--- src/rtl/gf3_cube_pkg.sv ---
package gf3_cube_pkg;

  typedef logic [1:0] digit_t;

  localparam digit_t D_ZERO = 2'b00;
  localparam digit_t D_ONE  = 2'b01;
  localparam digit_t D_TWO  = 2'b10;

  // map the unused code to zero
  function automatic digit_t gf3_clean(digit_t d);
    return (d == 2'b11) ? D_ZERO : d;
  endfunction

  function automatic digit_t gf3_add(digit_t a, digit_t b);
    logic [2:0] s;
    s = {1'b0, a} + {1'b0, b};
    if (s >= 3'd3) s = s - 3'd3;
    return s[1:0];
  endfunction

  // 2*d == -d: swap the two code bits
  function automatic digit_t gf3_neg(digit_t d);
    return {d[0], d[1]};
  endfunction

endpackage

--- src/rtl/gf3_cube_net.sv ---
module gf3_cube_net
  import gf3_cube_pkg::*;
#(
  parameter int M = 97,
  parameter int K = 12
) (
  input  logic [2*M-1:0] a_i,
  output logic [2*M-1:0] cube_o
);

  localparam int TOP = 3 * (M - 1);

  always_comb begin
    digit_t wide [0:TOP];
    for (int d = 0; d <= TOP; d++) wide[d] = D_ZERO;
    for (int i = 0; i < M; i++) wide[3*i] = a_i[2*i +: 2];
    // x^M = 2x^K + 1; descending order folds the carried terms again
    for (int d = TOP; d >= M; d--) begin
      wide[d-M+K] = gf3_add(wide[d-M+K], gf3_neg(wide[d]));
      wide[d-M]   = gf3_add(wide[d-M], wide[d]);
    end
    for (int j = 0; j < M; j++) cube_o[2*j +: 2] = wide[j];
  end

  generate
    if (M == 97 && K == 12) begin : g_chk
      always_comb begin
        assert_digit2_R3: assert (cube_o[5:4] == a_i[67:66]);
        assert_digit96_R3: assert (cube_o[193:192] == a_i[65:64]);
      end
    end
  endgenerate

endmodule

--- src/rtl/gf3_negate.sv ---
module gf3_negate
  import gf3_cube_pkg::*;
#(
  parameter int M = 97
) (
  input  logic           neg_i,
  input  logic [2*M-1:0] a_i,
  output logic [2*M-1:0] y_o
);

  generate
    for (genvar g = 0; g < M; g++) begin : g_dig
      assign y_o[2*g +: 2] = neg_i ? gf3_neg(a_i[2*g +: 2]) : a_i[2*g +: 2];
    end
  endgenerate

endmodule

--- src/rtl/cube_run_ctrl.sv ---
module cube_run_ctrl #(
  parameter int CW = 8
) (
  input  logic          clk_i,
  input  logic          rst_ni,
  input  logic          start_i,
  input  logic [CW-1:0] count_i,
  input  logic          neg_i,
  output logic          step_o,
  output logic          last_o,
  output logic          neg_o,
  output logic          busy_o,
  output logic          done_o
);

  logic [CW-1:0] rem_q;
  logic          busy_q, neg_q, done_q;
  logic          accept;

  assign accept = start_i && !busy_q;

  always_ff @(posedge clk_i or negedge rst_ni) begin
    if (!rst_ni) begin
      rem_q  <= '0;
      busy_q <= 1'b0;
      neg_q  <= 1'b0;
      done_q <= 1'b0;
    end else if (accept) begin
      rem_q  <= count_i;
      busy_q <= (count_i != '0);
      neg_q  <= neg_i;
      done_q <= (count_i == '0);
    end else if (busy_q) begin
      rem_q <= rem_q - 1'b1;
      if (rem_q == {{(CW-1){1'b0}}, 1'b1}) begin
        busy_q <= 1'b0;
        done_q <= 1'b1;
      end else begin
        done_q <= 1'b0;
      end
    end else begin
      done_q <= 1'b0;
    end
  end

  assign step_o = busy_q;
  assign last_o = busy_q && (rem_q == {{(CW-1){1'b0}}, 1'b1});
  assign neg_o  = neg_q;
  assign busy_o = busy_q;
  assign done_o = done_q;

  assert_countdown_R4: assert property (@(posedge clk_i) disable iff (!rst_ni)
    (busy_q && !last_o) |=> (busy_q && rem_q == $past(rem_q) - 1'b1));

  assert_done_after_last_R5: assert property (@(posedge clk_i) disable iff (!rst_ni)
    last_o |=> (done_q && !busy_q));

  assert_done_idle_R5: assert property (@(posedge clk_i) disable iff (!rst_ni)
    done_q |-> !busy_q);

endmodule

--- src/rtl/gf3_cube_unit.sv ---
module gf3_cube_unit
  import gf3_cube_pkg::*;
#(
  parameter int M  = 97,
  parameter int K  = 12,
  parameter int CW = 8
) (
  input  logic           clk_i,
  input  logic           rst_ni,
  input  logic           load_i,
  input  logic [2*M-1:0] operand_i,
  input  logic           start_i,
  input  logic [CW-1:0]  count_i,
  input  logic           neg_i,
  output logic [2*M-1:0] result_o,
  output logic           busy_o,
  output logic           done_o
);

  localparam int W = 2 * M;

  logic [W-1:0] acc_q, clean, cube, next_val;
  logic         step, last, neg_run, busy;

  generate
    for (genvar g = 0; g < M; g++) begin : g_clean
      assign clean[2*g +: 2] = gf3_clean(operand_i[2*g +: 2]);
    end
  endgenerate

  cube_run_ctrl #(.CW(CW)) u_ctrl (
    .clk_i  (clk_i),
    .rst_ni (rst_ni),
    .start_i(start_i),
    .count_i(count_i),
    .neg_i  (neg_i),
    .step_o (step),
    .last_o (last),
    .neg_o  (neg_run),
    .busy_o (busy),
    .done_o (done_o)
  );

  gf3_cube_net #(.M(M), .K(K)) u_cube (
    .a_i   (acc_q),
    .cube_o(cube)
  );

  gf3_negate #(.M(M)) u_neg (
    .neg_i(last && neg_run),
    .a_i  (cube),
    .y_o  (next_val)
  );

  always_ff @(posedge clk_i or negedge rst_ni) begin
    if (!rst_ni)            acc_q <= '0;
    else if (load_i && !busy) acc_q <= clean;
    else if (step)          acc_q <= next_val;
  end

  assign result_o = acc_q;
  assign busy_o   = busy;

  logic bad_digit;
  always_comb begin
    bad_digit = 1'b0;
    for (int i = 0; i < M; i++)
      if (result_o[2*i +: 2] == 2'b11) bad_digit = 1'b1;
  end

  assert_no_code3_R9: assert property (@(posedge clk_i) disable iff (!rst_ni)
    !bad_digit);

  assert_load_R2: assert property (@(posedge clk_i) disable iff (!rst_ni)
    (load_i && !busy_o) |=> (result_o == $past(clean)));

  assert_idle_hold_R8: assert property (@(posedge clk_i) disable iff (!rst_ni)
    (!busy_o && !load_i) |=> $stable(result_o));

endmodule

--- config.mk ---
export PLATFORM = sky130hd
export DESIGN_NAME = gf3_cube_unit
export DESIGN_NICKNAME = d
export VERILOG_FILES = /design/src/rtl/gf3_cube_pkg.sv /design/src/rtl/gf3_cube_net.sv /design/src/rtl/gf3_negate.sv /design/src/rtl/cube_run_ctrl.sv /design/src/rtl/gf3_cube_unit.sv
export SDC_FILE = /design/constraint.sdc
export NUM_CORES = 1
export LEC_CHECK = 0
export BUFFER_PORTS_ARGS = -buffer_cell sky130_fd_sc_hd__buf_2
export CAP_MARGIN = 20
export CORE_ASPECT_RATIO = 1.25
export CORE_MARGIN = 2
export CORE_UTILIZATION = 30
export DETAILED_ROUTE_END_ITERATION = 10
export PLACE_DENSITY = 0.54
export SETUP_SLACK_MARGIN = 0.5
export SYNTH_ARGS = -nofsm -noshare
export SYNTH_HDL_FRONTEND = slang
export SYNTH_HIERARCHICAL = 1
export SYNTH_SLANG_ARGS = --single-unit
--- constraint.sdc ---
create_clock -name clk_i -period 6.28 [get_ports clk_i]
set_input_delay 0.628 -clock clk_i [delete_from_list [all_inputs] [get_ports clk_i]]
set_output_delay 0.628 -clock clk_i [all_outputs]
set_load 0.05 [all_outputs]
==> Word level (Yosys, flattened, before mapping) <==
Index checks and enable logic that the tools add are counted.
{ "classes": {"n_lt_le_gt_ge": 328, "n_reduce_logical": 9, "n_mul": 0, "eq_ne": 98, "addsub": 437, "shift": 0, "n_mux": 532, "div": 0, "n_bitwise": 0} }
{ "ops": {"columns": ["op", "n"], "rows": [
  ["$mux W2", 522],
  ["$sub A2 B2 Y2 const B", 328],
  ["$ge A2 B2 Y1 const B", 220],
  ["$mux W194", 2],
  ["$add A2 B2 Y3", 108],
  ["$ge A3 B2 Y1 const B", 108],
  ["$eq A2 B2 Y1 const B", 97],
  ["$mux W8", 2],
  ["$eq A8 B1 Y1 const B", 1],
  ["$logic_not A8 Y1", 1],
  ["$reduce_bool A8 Y1", 1],
  ["$sub A8 B1 Y8 const B", 1],
  ["$mux W1", 6],
  ["$logic_and A1 B1 Y1", 4],
  ["$reduce_bool A2 Y1", 2],
  ["$logic_not A1 Y1", 1]
]} }
{ "totals": {"output_inout_bits": 196, "mem_bits_rw": 0, "word_cells": 1409, "mem_bits_ro": 0, "latchBits": 0, "register_bits": 205, "memories": 0, "input_bits": 207} }

==> Logic depth before layout (Yosys ltp) <==
Gate-level depths: netlist of run 1.
{ "depth": {"word_depth": 14, "depth_mapped": 22} }

==> By module <==
Netlist of run 1, hierarchy kept.
{ "by_module_without_submodules": {"columns": ["module", "seq_area_each_um2", "area_each_um2", "cells_each", "n_inst"], "rows": [
  ["gf3_cube_net", 0.0, 10697.8, 1397, 1],
  ["gf3_cube_unit", 4854.7, 10432.5, 822, 1],
  ["gf3_negate", 0.0, 3017.9, 216, 1],
  ["cube_run_ctrl", 275.3, 648.1, 66, 1]
]} }

==> Worst setup path before layout of run 1 <==
No wires, ideal clock.
{ "synth_timing": {"kind": "register -> register", "startpoint": "register acc_q[190], in the netlist result_o[190]", "endpoint": "register acc_q[37], in the netlist result_o[37]", "setup_slack_ps": 913, "t_arrival_ps": 5240, "setup_ps": 127, "n_path_buf": 0, "required_ps": 6153, "path_stages_with_launch": 18, "synth_period_minus_slack_ps": 5367, "path_cell_list": "dfrtp_1 > nor2b_1 > ha_1 > fa_1 > ha_1 > or3_1 > a21oi_1 > ha_1 > fa_1 > ha_1 > o32a_1 > ha_1 > fa_1 > ha_1 > o32a_1 > mux2_4 > mux2i_1 > mux2i_1"} }
{ "synth_between": {"elab_chain_len": 14, "elab_cells_between_ends": 31, "cone_classes": "12 x add/sub; 8 x order compare; 11 x mux"} }
{ "synth_rtl": {"columns": ["item", "line", "text"], "rows": [
  ["start: declaration", "gf3_cube_unit.sv:22", "logic [W-1:0] acc_q, clean, cube, next_val;"],
  ["start signal: assignment", "gf3_cube_unit.sv:57", "else if (load_i && !busy) acc_q <= clean;"],
  ["start signal: assignment", "gf3_cube_unit.sv:58", "else if (step) acc_q <= next_val;"],
  ["$sub A2 B2 Y2 or $ge A2 B2 Y1 (tied branches)", "gf3_cube_pkg.sv:17", "if (s >= 3'd3) s = s - 3'd3;"],
  ["$mux W2", "gf3_cube_pkg.sv:17", null],
  ["$add A2 B2 Y3", "gf3_cube_pkg.sv:16", "s = {1'b0, a} + {1'b0, b};"],
  ["$ge A3 B2 Y1 or $sub A2 B2 Y2 (tied branches)", "gf3_cube_pkg.sv:17", null],
  ["$mux W2", "gf3_cube_pkg.sv:17", null],
  ["$add A2 B2 Y3", "gf3_cube_pkg.sv:16", null],
  ["$ge A3 B2 Y1 or $sub A2 B2 Y2 (tied branches)", "gf3_cube_pkg.sv:17", null],
  ["$mux W2", "gf3_cube_pkg.sv:17", null],
  ["$add A2 B2 Y3 (*)", "gf3_cube_pkg.sv:16", null],
  ["$ge A3 B2 Y1 or $sub A2 B2 Y2 (tied branches)", "gf3_cube_pkg.sv:17", null],
  ["$mux W2 (*)", "gf3_cube_pkg.sv:17", null],
  ["net cube[37]", "gf3_cube_unit.sv:22", null],
  ["$mux W2 (*)", "gf3_negate.sv:13", "assign y_o[2*g +: 2] = neg_i ? gf3_neg(a_i[2*g +: 2]) : a_i[2*g +: 2];"],
  ["net next_val[37]", "gf3_cube_unit.sv:22", null],
  ["$mux W194 (*)", "gf3_cube_unit.sv:58", null],
  ["$mux W194 (*)", "gf3_cube_unit.sv:57", null]
]} }
The timed path passes the listed nets; every way through them passes the cells marked *. The select of a mux whose other input is x is not followed.
A chain may end at the register's enable or synchronous reset.

==> Worst setup path after layout of run 1 <==
{ "layout_timing": {"startpoint": "register acc_q[191], in the netlist result_o[191]", "endpoint": "register acc_q[37], in the netlist result_o[37]"} }
The elaborated chain is that of the path after synthesis.

==> summary.txt, run 1 <==
Outcome
  • Status: complete, no violations

Global route
  • First-pass GRT wire length: 115.1 mm
  • Overflow after GRT: 0
  • Largest net degree at the start of global routing: 84
  • Initial antenna violation count: 10
  • Number of global-route vias before repair: 18650
  • GRT Resource Usage Total: 0.1802

STA
  • Final hold vios: 0
  • RSZ-0062 raised after global routing: no
  • Period utilization: 0.8657
  • Worst Tran Pin Value: 1032 ps
  • Setup Skew: 14.70 ps
  • Worst rel slew slack: 0.3119
  • Fmax: 183.9 MHz
  • Final worst slack: 843.6 ps
  • Final setup vio count: 0
  • Min Clock Period, post-route: 5436 ps
  • Sum Neg Setup Slack: 0 ps
  • Slew Limit Fails: 0

Critical path
  • Req. time, crit path: 6720 ps
  • R2r worst-path depth: 17
  • Worst-path fanout max: 4
  • Worst setup path class: reg -> reg
  • CP startpoint kind: flip-flop
  • Element type at the critical path end: flip-flop
  • Critical Path AT: 5870 ps

Yosys
  • YS warnings: 6
  • Ys async rst share: 1.000
  • Ys flop type: dfrtp_1
  • Syn_nets: 3034
  • Post-synthesis sequential area ratio: 0.2069
  • Yosys reg bits: 205
  • Top cells by count, synth: mux2i_1 (396), inv_1 (259), nand2b_1 (228), ha_1 (221), nor2b_1 (214)
  • Post-synth top area cell: dfrtp_1
  • Yosys cell types: 45
  • Synth Instances: 2501
  • Post-synth EDFFs: 0
  • Mapped Area: 0.02480 mm^2
  • Synth top area share: 0.2069
  • Top-count cell post-synth: mux2i_1
  • Synth top area cells: dfrtp_1 (21%), mux2i_1 (16%), ha_1 (11%)
  • Mapped Avg Cell Area: 9.915 um^2

Finish
  • Final net count: 3412
  • Final cell count without fillers: 3977
  • Synth-to-Final Area Change: 15.13%
  • Share of layout cells above drive strength 1: 0.2290

Drt
  • First-pass iteration count of the detailed router: 5
  • Routed len/inst: 19.58 um
  • Drt drc: 0
  • DR vias: 18800
  • Post-route antenna net violation count: 0
  • Number of DRC markers in iteration 0: 842
  • Post-DR vias/cell: 4.726
  • Final wirelength: 77.88 mm

Floorplanning
  • Core Rows: 117
  • Full die area: 0.08498 mm^2
  • IO Pins: 403
  • Die X: 261.1 um
  • Total core area: 0.08169 mm^2
  • DIE HEIGHT: 325.4 um
  • Initial Utilization: 0.3036

Clocking
  • Cts bufs inserted: 28
  • Clk buf depth: 3
  • Sink Count: 205
  • Htree depth: 1
  • CTS resizes: 0
  • Post-CTS setup buffers: 0
  • CTS root buf: clkbuf_16
  • Worst-path clk slew: 60 ps
  • Worst-Skew Late Latency: 600 ps
  • Post-CTS Hold Buffers: 1
  • CTS tree: yes

Hold path
  • Cells on Worst Hold Path: 2
  • Worst Hold Class: in -> reg

Placement
  • PortBufs: 402
  • # placed instances: 3919
  • Placed wire-length estimate: 64.89 mm
  • Dpl ws: 911.8 ps
  • Placer Congestion: 0.8226

Flow run
  • Max-capacitance violation count: 0
[worst paths after layout]
path / startpoint / end / slack, ps
max: result_o[191]$_DFFE_PN0P_ / result_o[37]$_DFFE_PN0P_ / 840
min: neg_i / u_ctrl/neg_o$_DFFE_PN0P_ / 270
max reg2reg: result_o[191]$_DFFE_PN0P_ / result_o[37]$_DFFE_PN0P_ / 840
min reg2reg: u_ctrl/rem_q[0]$_DFFE_PN0P_ / u_ctrl/rem_q[0]$_DFFE_PN0P_ / 500
max in group asynchronous: rst_ni / result_o[61]$_DFFE_PN0P_ / 4510
min in group asynchronous: rst_ni / result_o[103]$_DFFE_PN0P_ / 550
[layout by cell type, fill, tap and decap left out, types with 4 or more instances in the layout]
cell,count
a211oi_1,9
a21oi_1,130
and2_1,18
buf_2,401
buf_4,11
clkbuf_1,8
clkbuf_16,29
clkbuf_8,8
dfrtp_1,204
diode_2,7
fa_1,105
ha_1,221
inv_1,259
mux2_2,35
mux2_4,163
mux2i_1,396
nand2_1,45
nand2b_1,227
nand3_1,36
nand3b_1,50
nor2_1,54
nor2b_1,214
nor3_1,47
nor3b_1,32
o21a_1,38
o21ai_0,63
o21bai_1,16
o32a_1,20
or3_1,14
xnor2_1,4
[kinds of logic after synthesis]
kind of cell    count (synthesis)  share of synthesized area
compound gates                294                    0.07306
xor+xnor                        4                   0.001413
fa+ha+maj                     326                     0.1963
buf+inv                       328                    0.06807
flops                         205                     0.2069
mux                           594                     0.2744
simple gates                  750                     0.1798
[metrics by stage]
stage,hold slack [ps],instance area (um^2),util
6_report,271.2,28550,0.3495
4_1_cts,219.5,28530,0.3493
5_1_grt,239.3,28540,0.3493
3_5_place_dp,498.3,27600,0.3379
2_1_floorplan,332.4,24800,-
3_3_place_gp,492.8,27600,0.3379
[registers in the layout (all words and copies together) (netlist names)]
| register | flops |
|---|---|
| result_o | 194 |
| u_ctrl/busy_o | 1 |
| u_ctrl/done_o | 1 |
| u_ctrl/neg_o | 1 |
| u_ctrl/rem_q | 8 |
[routing by layer]
layer / part of all wire / vias to the layer above / wire, um / GRT usage
met5: 0.0010 / - / 81 / 0
met4: 0.028 / 14 / 2184 / 0.05101
met3: 0.037 / 84 / 2845 / 0.02283
met2: 0.51 / 306 / 39730 / 0.3274
met1: 0.42 / 8940 / 33030 / 0.2198
li1: - / 9451 / - / -
[area by class of cell]
cell class / count / area (um^2)
Fill cell: 8459 / 53140
Multi-Input combinational cell: 1968 / 17990
Sequential cell: 205 / 5134
Timing Repair Buffer: 417 / 2175
Tap cell: 1071 / 1340
Inverter: 259 / 972.2
Clock buffer: 45 / 865.8
Clock inverter: 5 / 56.30
Antenna cell: 7 / 17.52
[critical path: stages (launching register included)]
cell	delay (ps)
dfrtp_1	410
nor2b_1	340
ha_1	250
fa_1	450
ha_1	230
or3_1	380
a21oi_1	160
ha_1	170
fa_1	460
ha_1	240
o32a_1	390
ha_1	220
fa_1	490
ha_1	240
o32a_1	370
mux2_4	270
mux2i_1	140
mux2i_1	90
Power of run 1 is left out: the tool's default activity adds up to more than one toggle a clock period on the data nets, which glitch-free logic cannot reach.
==> run 2: changes to the inputs <==
CELL_PAD_IN_SITES_DETAIL_PLACEMENT = 2   (was unset)
CELL_PAD_IN_SITES_GLOBAL_PLACEMENT = 2   (was unset)
PLACE_DENSITY = 0.75   (was 0.54)
==> run 2 against run 1 <==
The flow now finishes with violations (hold timing); clock skew is 8.4 ps higher; sequential cell count stayed put; first-iteration DRC count is 29% lower; sequential share of layout area is 0.088 points lower; worst setup slack worse by 51 ps; global-route usage is 3.2 points higher; critical endpoint is now result_o[25]$_DFFE_PN0P_.
==> summary.txt, run 2 (synthesis gave the netlist of run 1 again) <==
Finish
  • Share of layout cells above drive strength 1: 0.2328 (was 0.2290)
  • Final cell count without fillers: 3975 (was 3977)
  • Final net count: 3409 (was 3412)
  • Fill count: 8990 (was 8459)
  • Synth-to-Final Area Change: 15.70% (was 15.13%)
  • Commonest cells after routing, fill and taps aside: buf_2 (401), mux2i_1 (396), inv_1 (259) (unchanged)
  • Largest register FFs: 194 (unchanged)
  • Most common cell after layout, fill and taps aside: buf_2 (unchanged)
  • Multi-input combinational cell area: 0.01802 mm^2 (was 0.01799 mm^2)
  • Storage cell area: 0.005134 mm^2 (unchanged)

STA
  • Final setup vio count: 0 (unchanged)
  • Fmax: 182.2 MHz (was 183.9 MHz)
  • Worst Tran Pin Value: 1013 ps (was 1032 ps)
  • Setup Skew: 23.15 ps (was 14.70 ps)
  • Fin Hold WS: -17.69 ps (was 271.2 ps)
  • Sum Neg Setup Slack: 0 ps (unchanged)
  • Period utilization: 0.8738 (was 0.8657)
  • Slew Limit Fails: 0 (unchanged)
  • Min Clock Period, post-route: 5487 ps (was 5436 ps)
  • Worst rel slew slack: 0.3245 (was 0.3119)
  • Final hold vios: 4 (was 0)
  • RSZ-0062 raised after global routing: no (unchanged)

Clocking
  • Clk buf depth: 3 (unchanged)
  • Cts bufs inserted: 30 (was 28)
  • Sink Count: 205 (unchanged)
  • Worst-path clk slew: 60 ps (about the same)
  • CTS tree: yes (unchanged)
  • Htree depth: 1 (unchanged)
  • CTS root buf: clkbuf_16 (unchanged)
  • Worst-Skew Late Latency: 630 ps (was 600 ps)

Drt
  • Routed len/inst: 22.97 um (was 19.58 um)
  • Final wirelength: 91.31 mm (was 77.88 mm)
  • DR WL met3: 2.477 mm (was 2.845 mm)
  • DR vias: 20190 (was 18800)
  • WL met2: 49.34 mm (was 39.73 mm)
  • WL met1: 35.01 mm (was 33.03 mm)
  • Post-DR vias/cell: 5.080 (was 4.726)
  • Number of DRC markers in iteration 0: 602 (was 842)
  • First-pass iteration count of the detailed router: 7 (was 5)
  • Post-route antenna net violation count: 0 (unchanged)
  • Drt drc: 0 (unchanged)
  • Highest Signal Layer: met5 (unchanged)

Critical path
  • CP max stage delay: 470 ps (was 490 ps)
  • Worst setup path class: reg -> reg (unchanged)
  • CP startpoint kind: flip-flop (unchanged)
  • Worst-path fanout max: 5 (was 4)
  • Most frequent CP cell: ha_1 (unchanged)
  • CP bufs+invs: 1 (was 0)
  • Critical Path AT: 5950 ps (was 5870 ps)
  • CP top delay family: adder cells (unchanged)
  • CP cell instances: nand2b_2 > inv_1 > ha_1 > fa_1 > ha_1 > nor2_1 > mux2_4 > xnor2_1 > ha_1 > ha_1 > nor3_1 > o21ai_1 > a2bb2oi_2 > ha_1 > fa_1 > ha_1 > o32a_1 > mux2_4 > mux2i_1 > mux2i_1 (was nor2b_1 > ha_1 > fa_1 > ha_1 > or3_1 > a21oi_1 > ha_1 > fa_1 > ha_1 > o32a_1 > ha_1 > fa_1 > ha_1 > o32a_1 > mux2_4 > mux2i_1 > mux2i_1)
  • Element type at the critical path end: flip-flop (unchanged)
  • Critical path's slowest cell: fa_1 (unchanged)
  • Req. time, crit path: 6740 ps (was 6720 ps)

Flow run
  • Max-capacitance violation count: 0 (unchanged)

Outcome
  • Status: finished, violations left (was complete, no violations)
  • Failing checks: hold timing

Placement
  • Placed wire-length estimate: 75.42 mm (was 64.89 mm)
  • Placer Congestion: 0.8135 (was 0.8226)
  • # placed instances: 3914 (was 3919)
  • PortBufs: 402 (unchanged)

Global route
  • Number of global-route vias before repair: 23230 (was 18650)
  • Overflow after GRT: 0 (unchanged)
  • Initial antenna violation count: 9 (was 10)
  • First-pass GRT wire length: 138.4 mm (was 115.1 mm)
  • GRT Resource Usage Total: 0.2126 (was 0.1802)
  • Largest net degree at the start of global routing: 120 (was 84)

Floorplanning
  • Initial Utilization: 0.3036 (unchanged)
  • DIE HEIGHT: 325.4 um (unchanged)
  • Die X: 261.1 um (unchanged)
  • Total core area: 0.08169 mm^2 (unchanged)
  • Full die area: 0.08498 mm^2 (unchanged)
  • IO Pins: 403 (unchanged)
  • Core Rows: 117 (unchanged)

Hold path
  • Worst Hold Class: in -> async (was in -> reg)
==> run 2: cell count changes in the layout (fill, tap and decap cells not counted), moves of 2 or more <==
cell,before,now
buf_4,11,3
clkbuf_8,8,2
buf_12,3,7
clkinv_2,2,6
bufinv_16,1,4
diode_2,7,4
nand2b_1,227,224
nand2b_2,0,3
nor2b_1,214,211
clkbuf_16,29,31
clkinvlp_4,1,3
nor2b_2,0,2
==> run 2: metal layers <==
metal  global-route usage  vias up
li1                     -     9420
met1               0.2316    10320
met2               0.4088      325
met3              0.01956      126
met4              0.09387        6
met5                    0        -
==> run 2: metrics by stage <==
stage / utilization / area, um^2 / setup slack [ps]
final: 0.3512 / 28690 / 792.7
after global routing: 0.3511 / 28680 / 504.8
after CTS: 0.3506 / 28640 / 604.6
after detailed placement: 0.3380 / 27610 / 676.4
after global placement: 0.3380 / 27610 / 989.2
after floorplan: - / 24800 / 912.8
==> run 2: worst paths after layout <==
path	start	to	slack (ps)	depth (start not counted)
min in group clk_i	neg_i	u_ctrl/neg_o$_DFFE_PN0P_	260	2
max	result_o[187]$_DFFE_PN0P_	result_o[25]$_DFFE_PN0P_	790	20
min reg2reg	u_ctrl/rem_q[0]$_DFFE_PN0P_	u_ctrl/rem_q[0]$_DFFE_PN0P_	510	1
min	rst_ni	result_o[176]$_DFFE_PN0P_	-20	1
max in group asynchronous	rst_ni	result_o[34]$_DFFE_PN0P_	5110	2
max reg2reg	result_o[187]$_DFFE_PN0P_	result_o[25]$_DFFE_PN0P_	790	20
==> run 2: final cells by class <==
class                           instances  area share
Inverter                              259     0.03389
Clock inverter                         16    0.006934
Clock buffer                           40     0.02892
Tap cell                             1071     0.04671
Sequential cell                       205      0.1789
Multi-Input combinational cell       1968      0.6281
Timing Repair Buffer                  412     0.07615
Antenna cell                            4   0.0003489
==> run 2: repair_timing <==
| item | in CTS | in global routing |
|---|---|---|
| endpoints found under the hold margin | 0 | 0 |
| gates resized for setup | 0 | 9 |
| endpoints found under the setup margin | 0 | 12 |
| buffers inserted | 0 | 1 |
| hold buffers | 0 | 0 |
Power of run 2 is left out for the same reason.
